[src/rtl/fgt_pkg.sv]
`timescale 1ns/1ps
package fgt_pkg;
  typedef enum logic {
    MODE_INDEP  = 1'b0,
    MODE_COMMON = 1'b1
  } trim_mode_e;

  localparam int FGT_FRAC_BITS = 13;
endpackage

[src/rtl/fgt_code_sel.sv]
`timescale 1ns/1ps
module fgt_code_sel #(
  parameter int NCH = 2,
  parameter int CW  = 7
) (
  input  logic              mode_common_i,
  input  logic [NCH*CW-1:0] codes_i,
  output logic [NCH*CW-1:0] codes_o
);
  for (genvar g = 0; g < NCH; g++) begin : g_lane
    if (g == 0) begin : g_ref
      assign codes_o[CW-1:0] = codes_i[CW-1:0];
    end else begin : g_dep
      assign codes_o[g*CW +: CW] = mode_common_i ? codes_i[CW-1:0]
                                                 : codes_i[g*CW +: CW];
    end
  end
endmodule

[src/rtl/fgt_product_stage.sv]
`timescale 1ns/1ps
module fgt_product_stage #(
  parameter int DW = 14,
  parameter int CW = 7,
  parameter int PW = DW + CW + 1
) (
  input  logic                 clk,
  input  logic                 rst_n,
  input  logic                 en_i,
  input  logic signed [DW-1:0] sample_i,
  input  logic        [CW-1:0] code_i,
  output logic signed [DW-1:0] sample_o,
  output logic signed [PW-1:0] prod_o
);
  logic signed [PW-1:0] samp_x;
  logic signed [PW-1:0] code_x;
  logic signed [PW-1:0] prod_d;
  logic signed [DW-1:0] sample_d;

  always_comb begin
    samp_x   = {{(PW-DW){sample_i[DW-1]}}, sample_i};
    code_x   = {{(PW-CW){1'b0}}, code_i};
    sample_d = sample_o;
    prod_d   = prod_o;
    if (en_i) begin
      sample_d = sample_i;
      prod_d   = samp_x * code_x;
    end
  end

  always_ff @(posedge clk or negedge rst_n) begin
    if (!rst_n) begin
      sample_o <= '0;
      prod_o   <= '0;
    end else begin
      sample_o <= sample_d;
      prod_o   <= prod_d;
    end
  end

  // a zero code contributes no correction term
  p_zero_code_r6: assert property (@(posedge clk) disable iff (!rst_n)
    (en_i && code_i == '0) |=> (prod_o == '0));
endmodule

[src/rtl/fgt_round_sat_stage.sv]
`timescale 1ns/1ps
module fgt_round_sat_stage #(
  parameter int DW   = 14,
  parameter int PW   = 22,
  parameter int FRAC = 13
) (
  input  logic                 clk,
  input  logic                 rst_n,
  input  logic                 en_i,
  input  logic signed [DW-1:0] sample_i,
  input  logic signed [PW-1:0] prod_i,
  output logic signed [DW-1:0] result_o
);
  localparam int SW   = PW + 1;
  localparam int HALF = 1 << (FRAC - 1);
  localparam logic signed [SW-1:0] MAXV = {{(SW-DW+1){1'b0}}, {(DW-1){1'b1}}};
  localparam logic signed [SW-1:0] MINV = {{(SW-DW+1){1'b1}}, {(DW-1){1'b0}}};

  logic signed [SW-1:0] prod_x;
  logic signed [SW-1:0] bias;
  logic signed [SW-1:0] adj;
  logic signed [SW-1:0] quot;
  logic signed [SW-1:0] samp_x;
  logic signed [SW-1:0] sum;
  logic signed [DW-1:0] sat;
  logic signed [DW-1:0] result_d;

  always_comb begin
    prod_x = {prod_i[PW-1], prod_i};
    bias   = prod_i[PW-1] ? SW'(HALF - 1) : SW'(HALF);
    adj    = prod_x + bias;
    quot   = adj >>> FRAC;
    samp_x = {{(SW-DW){sample_i[DW-1]}}, sample_i};
    sum    = samp_x + quot;
    if (sum > MAXV)      sat = MAXV[DW-1:0];
    else if (sum < MINV) sat = MINV[DW-1:0];
    else                 sat = sum[DW-1:0];
    result_d = en_i ? sat : result_o;
  end

  always_ff @(posedge clk or negedge rst_n) begin
    if (!rst_n) result_o <= '0;
    else        result_o <= result_d;
  end

  // the result register is frozen when no sample advances
  p_hold_r10: assert property (@(posedge clk) disable iff (!rst_n)
    !en_i |=> $stable(result_o));

  // the gain never shrinks the magnitude
  p_gain_pos_r11: assert property (@(posedge clk) disable iff (!rst_n)
    (en_i && !sample_i[DW-1]) |=> (result_o >= $past(sample_i)));
  p_gain_neg_r11: assert property (@(posedge clk) disable iff (!rst_n)
    (en_i && sample_i[DW-1]) |=> (result_o <= $past(sample_i)));

  // the top of the range saturates and never wraps
  p_sat_top_r5: assert property (@(posedge clk) disable iff (!rst_n)
    (en_i && sample_i == MAXV[DW-1:0]) |=> (result_o == MAXV[DW-1:0]));
endmodule

[src/rtl/fgt_dual_trim.sv]
`timescale 1ns/1ps
module fgt_dual_trim #(
  parameter int DW   = 14,
  parameter int CW   = 7,
  parameter int FRAC = fgt_pkg::FGT_FRAC_BITS
) (
  input  logic                 clk,
  input  logic                 rst_n,
  input  logic                 in_valid,
  input  logic signed [DW-1:0] in_a,
  input  logic signed [DW-1:0] in_b,
  input  logic        [CW-1:0] code_a,
  input  logic        [CW-1:0] code_b,
  input  logic                 common_sel,
  output logic                 out_valid,
  output logic signed [DW-1:0] out_a,
  output logic signed [DW-1:0] out_b
);
  import fgt_pkg::*;

  localparam int NCH = 2;
  localparam int PW  = DW + CW + 1;

  trim_mode_e            mode;
  logic [NCH*CW-1:0]     codes_raw;
  logic [NCH*CW-1:0]     codes_eff;
  logic [NCH*DW-1:0]     samp_in;
  logic [NCH*DW-1:0]     samp_out;
  logic                  v1_q, v1_d;
  logic                  v2_d;

  assign mode      = trim_mode_e'(common_sel);
  assign codes_raw = {code_b, code_a};
  assign samp_in   = {in_b, in_a};

  fgt_code_sel #(.NCH(NCH), .CW(CW)) u_code_sel (
    .mode_common_i (mode == MODE_COMMON),
    .codes_i       (codes_raw),
    .codes_o       (codes_eff)
  );

  for (genvar g = 0; g < NCH; g++) begin : g_ch
    logic signed [DW-1:0] s1_sample;
    logic signed [PW-1:0] s1_prod;
    logic signed [DW-1:0] s2_result;

    fgt_product_stage #(.DW(DW), .CW(CW), .PW(PW)) u_prod (
      .clk      (clk),
      .rst_n    (rst_n),
      .en_i     (in_valid),
      .sample_i (samp_in[g*DW +: DW]),
      .code_i   (codes_eff[g*CW +: CW]),
      .sample_o (s1_sample),
      .prod_o   (s1_prod)
    );

    fgt_round_sat_stage #(.DW(DW), .PW(PW), .FRAC(FRAC)) u_rsat (
      .clk      (clk),
      .rst_n    (rst_n),
      .en_i     (v1_q),
      .sample_i (s1_sample),
      .prod_i   (s1_prod),
      .result_o (s2_result)
    );

    assign samp_out[g*DW +: DW] = s2_result;
  end

  assign out_a = samp_out[DW-1:0];
  assign out_b = samp_out[2*DW-1:DW];

  always_comb begin
    v1_d = in_valid;
    v2_d = v1_q;
  end

  always_ff @(posedge clk or negedge rst_n) begin
    if (!rst_n) begin
      v1_q      <= 1'b0;
      out_valid <= 1'b0;
    end else begin
      v1_q      <= v1_d;
      out_valid <= v2_d;
    end
  end

  // the valid strobe moves one stage per clock, no more and no less
  p_lat_in_r2: assert property (@(posedge clk) disable iff (!rst_n)
    in_valid |=> v1_q);
  p_lat_gap_r2: assert property (@(posedge clk) disable iff (!rst_n)
    !in_valid |=> !v1_q);
  p_lat_out_r2: assert property (@(posedge clk) disable iff (!rst_n)
    v1_q |=> out_valid);
  p_lat_out_gap_r2: assert property (@(posedge clk) disable iff (!rst_n)
    !v1_q |=> !out_valid);
endmodule

[config.mk]
export PLATFORM = sky130hd
export DESIGN_NAME = fgt_dual_trim
export DESIGN_NICKNAME = d
export VERILOG_FILES = /design/src/rtl/fgt_pkg.sv /design/src/rtl/fgt_code_sel.sv /design/src/rtl/fgt_product_stage.sv /design/src/rtl/fgt_round_sat_stage.sv /design/src/rtl/fgt_dual_trim.sv
export SDC_FILE = /design/constraint.sdc
export NUM_CORES = 1
export LEC_CHECK = 0
export BUFFER_PORTS_ARGS = -buffer_cell sky130_fd_sc_hd__buf_2
export CAP_MARGIN = 20
export CORE_ASPECT_RATIO = 0.8
export CORE_UTILIZATION = 70
export CTS_BUF_LIST = sky130_fd_sc_hd__clkbuf_4 sky130_fd_sc_hd__clkbuf_8
export CTS_CLUSTER_DIAMETER = 100
export DETAILED_ROUTE_END_ITERATION = 10
export HOLD_SLACK_MARGIN = 0.1
export PLACE_DENSITY_LB_ADDON = 0.1
export SYNTH_ARGS = -nofsm -noshare
export SYNTH_HDL_FRONTEND = slang
export SYNTH_HIERARCHICAL = 1
export SYNTH_SLANG_ARGS = --single-unit
[constraint.sdc]
create_clock -name clk -period 6.6 [get_ports clk]
set_input_delay 1.32 -clock clk [delete_from_list [all_inputs] [get_ports clk]]
set_output_delay 1.32 -clock clk [all_outputs]
set_load 0.01 [all_outputs]
==> impl_metrics.csv <==
group,metric,value,unit
critical_path,cpMaxStageDelayCell,"fa_1",
flow_run,maxCapViolCount,0,
die,dieHeight,128,µm
critical_path,end_kind,"flip-flop",
global_routing,grt_max_degree,64,
hold_path,hold_depth,1,
critical_path,r2r_setup_slack,1.64,ns
die,rows,45,
layout,regArea,0.00255,mm²
power_and_ir_drop,p_leak,0.00726,µW
sta,timing.hold.ws,0.487,ns
synthesis,syn_area,0.0140,mm²
run_status,status,"finished clean",
global_routing,grt_pass1_wl,51700,µm
power_and_ir_drop,p_per_area,446,mW/mm²
clock_tree,postCtsHoldBufs,0,
die,die_x,160,µm
synthesis,ys_ff_latch,102,
detailed_routing,vias,10205,
layout,syn2layout_area_growth,4.56,%
critical_path,critPathArrivalTime,6.03,ns
sta,slew_headroom,47.3,%
sta,rsz0062_at_grt,"false",
place,dp_hpwl,24900,µm
clock_tree,cts.sink_count,102,
layout,fill_cells,1413,
die,initial_core_util,72.6,%
place,dp_cells,1750,
detailed_routing,drt-initial-drc-count,865,
clock_tree,cts_buffer_depth,2,
sta,hold_violations,0,
critical_path,r2r-start,"g_ch[1].u_prod/prod_o[21]$_DFFE_PN0P_",
synthesis,synth_warnings,6,
detailed_routing,drcViolationCount,0,
clock_tree,root_buffer,"clkbuf_8",
die,die-area,0.0205,mm²
sta,period_minus_slack,5.75,ns
synthesis,syn-instance-count,1464,
sta,fin_tns_setup,0,ns
die,num_io_pins,75,
detailed_routing,routed_wl,30600,µm
place,placed_cell_area,0.0144,mm²
detailed_routing,dr.pass1.iters,4,
critical_path,r2r-end,"g_ch[1].u_rsat/result_o[2]$_DFFE_PN0P_",
clock_tree,cts_buffers,9,
critical_path,path_common_cell,"fa_1",
critical_path,worst-path-max-fanout,14,
layout,layout.nets,1849,
global_routing,antenna_found_initial,0,
clock_tree,post_cts_buffers,0,
clock_tree,cts_tree,"built",
synthesis,avgSynthCellArea,9.55,µm²
global_routing,grt_pass1_vias,10119,
layout,multiInputGateArea,0.0102,mm²
synthesis,synth_edf_count,0,
sta,worst_pin_slew,0.791,ns
critical_path,crit_required,6.87,ns
synthesis,async_flop_share,100,%
critical_path,path_class,"in2reg",
critical_path,startpoint,"common_sel",
hold_path,min_path_type,"reg2reg",
clock_tree,htreeDepth,3,
critical_path,cp-start-kind,"primary input",
synthesis,yosysUniqueCellTypes,70,
detailed_routing,drt-vias-per-instance,5.78,
detailed_routing,routedWlPerCell,17.3,µm
critical_path,crit_chain,"buf_2 > mux2_4 > nand2_1 > fa_1 > fa_1 > inv_1 > fa_1 > inv_1 > fa_1 > inv_1 > ha_1 > a21o_1 > a31oi_1 > a21oi_1 > a311o_1 > a311oi_1 > nor2_1",
synthesis,synth_fp_nets,1810,
sta,clock.fmax,174,MHz
clock_tree,path_clk_slew,0.10,ns
sta,final-max-slew-violation-count,0,
layout,antennaDiodeCount,0,
hold_path,hold_end,"g_ch[1].u_rsat/result_o[2]$_DFFE_PN0P_",
synthesis,ys_seq_area_share,18.3,%
layout,drive_above_1_share,14.3,%
sta,setup_viol,0,
layout,fin_cells,1766,
synthesis,synth_ff_type,"dfrtp_1",
place,portBuffers,74,
critical_path,max_stage_delay,0.58,ns
detailed_routing,ant_nets,0,
sta,skew,0.0167,ns
clock_tree,insertion_delay,0.39,ns
die,coreArea,0.0193,mm²
global_routing,grt_use_total,31.7,%
sta,finalCritPeriodShare,87.2,%
place,routabilityCongestion,0.878,
power_and_ir_drop,ir_worst_vdd,0.243,mV
clock_tree,cts-resized-gates,0,
critical_path,worstRegToRegCells,16,
hold_path,worstHoldStart,"g_ch[1].u_rsat/result_o[2]$_DFFE_PN0P_",
global_routing,overflow,0,
layout,stdcell_area,0.0146,mm²
[Yosys cell counts (4+ instances only)]
cell type  instances  area share, %
a211oi_1           5           0.27
a211oi_2           5           0.45
a21boi_0           4           0.21
a21o_1            21            1.1
a21oi_1           75            2.7
a21oi_2            5           0.31
a221o_1            4           0.29
a311oi_1           6           0.38
a31oi_1            9           0.40
and2_1           143            6.4
and3_1             9           0.40
buf_1              5           0.13
buf_2              4           0.14
buf_4              7           0.38
buf_6              6           0.48
clkbuf_1          25           0.67
dfrtp_1          102             18
fa_1             154             22
ha_1             146             13
inv_1            247            6.6
mux2_2            57            4.6
mux2_4             8           0.86
nand2_1          113            3.0
nand2b_1          10           0.45
nand3_1           19           0.68
nand4_1           16           0.72
nor2_1            40            1.1
nor2b_1            7           0.31
nor3_1             5           0.18
o211ai_1           6           0.32
o21a_1             8           0.43
o21ai_0           18           0.64
o21ai_1           12           0.43
o21ai_2            4           0.25
o21bai_1           4           0.21
o2bb2ai_2         20            2.1
o31ai_2            4           0.36
or2_2              5           0.22
xnor2_1           42            2.6
xor2_1            30            1.9
[power by group]
group,total (µW),internal [µW],switching (µW)
registers,1090,874,214
logic,5060,2150,2910
clock network,372,149,223
[state kept, by name (all words and copies together), names as in the netlist]
register and flops:
out_valid 1, v1_q 1, g_ch.u_prod/prod_o 44, g_ch.u_rsat/result_o 28, g_ch.u_prod/sample_o 28
[metal layers]
metal	up-vias	global-route usage [%]	routed length, µm
met4	0	6.16	267
met2	307	45.5	12400
met1	4997	51.1	15800
met3	26	4.26	2130
met5	-	0	0
li1	4875	-	-
[cells in the final DEF, fill, tap and decap left out, types with 5 or more instances in the layout]
| cell type | Yosys | routed |
|---|---|---|
| mux2_4 | 8 | 8 |
| or2_2 | 5 | 5 |
| nand4_1 | 16 | 16 |
| nor2b_1 | 7 | 7 |
| ha_1 | 146 | 146 |
| inv_1 | 247 | 247 |
| a311oi_1 | 6 | 6 |
| a21oi_1 | 75 | 75 |
| nand3_1 | 19 | 19 |
| a211oi_2 | 5 | 5 |
| nor3_1 | 5 | 5 |
| buf_2 | 4 | 73 |
| xnor2_1 | 42 | 42 |
| a21o_1 | 21 | 21 |
| o21a_1 | 8 | 8 |
| xor2_1 | 30 | 30 |
| o21ai_1 | 12 | 12 |
| a31oi_1 | 9 | 9 |
| o21ai_0 | 18 | 18 |
| nand2b_1 | 10 | 10 |
| and3_1 | 9 | 9 |
| dfrtp_1 | 102 | 102 |
| mux2_2 | 57 | 57 |
| a21oi_2 | 5 | 5 |
| and2_1 | 143 | 143 |
| a211oi_1 | 5 | 5 |
| nand2_1 | 113 | 113 |
| nor2_1 | 40 | 40 |
| fa_1 | 154 | 154 |
| o2bb2ai_2 | 20 | 20 |
| o211ai_1 | 6 | 6 |
| clkbuf_8 | 0 | 10 |
[how the worst max path moves through the flow]
stage,to,slack (ns),depth (start not counted)
after global placement,g_ch[1].u_prod/prod_o[18]$_DFFE_PN0P_,0.54,17
after CTS,g_ch[1].u_prod/prod_o[18]$_DFFE_PN0P_,0.88,17
after floorplan,g_ch[1].u_prod/prod_o[18]$_DFFE_PN0P_,0.62,19
after global routing,g_ch[1].u_prod/prod_o[18]$_DFFE_PN0P_,0.69,17
after detailed placement,g_ch[1].u_prod/prod_o[18]$_DFFE_PN0P_,0.47,17
final,g_ch[1].u_prod/prod_o[18]$_DFFE_PN0P_,0.85,17
[critical path, delay by kind of cell]
family / cells / cell delay [ns]
adders and majority gates: 5 / 2.57
AOI/OAI and AO/OA: 5 / 1.13
muxes: 1 / 0.41
buffers and inverters: 4 / 0.35
and+or+nand+nor: 2 / 0.23
[stage by stage]
stage | setup WS [ns] | power, µW | utilization [%]
global placement | 0.542 | 5900 | 75.0
floorplan | 0.616 | 5030 | -
global route | 0.691 | 7210 | 75.9
CTS | 0.881 | 6470 | 75.9
detailed placement | 0.466 | 6060 | 75.0
finish | 0.846 | 6520 | 75.9
[layout make-up]
class,instances,share of cell area [%]
inverters,249,6.39
multi-input cells,1065,70.0
clock inverters,6,0.325
well taps,258,2.21
clock buffers,10,0.942
flip-flops and latches,102,17.5
repair buffers,76,2.65
[logic make-up (layout without fill, tap and decap cells)]
logic type / Yosys count / count (layout) / synth area share [%]
AND/OR/NAND/NOR: 381 / 381 / 14.4
adder cells (fa/ha/maj): 300 / 300 / 35.1
buffers and inverters: 297 / 341 / 8.53
AO/OA/AOI/OAI: 245 / 245 / 13.5
flip-flops: 102 / 102 / 18.3
XOR/XNOR: 74 / 74 / 4.74
multiplexers: 65 / 65 / 5.45
No activity file was read; power rests on OpenSTA's default activity.
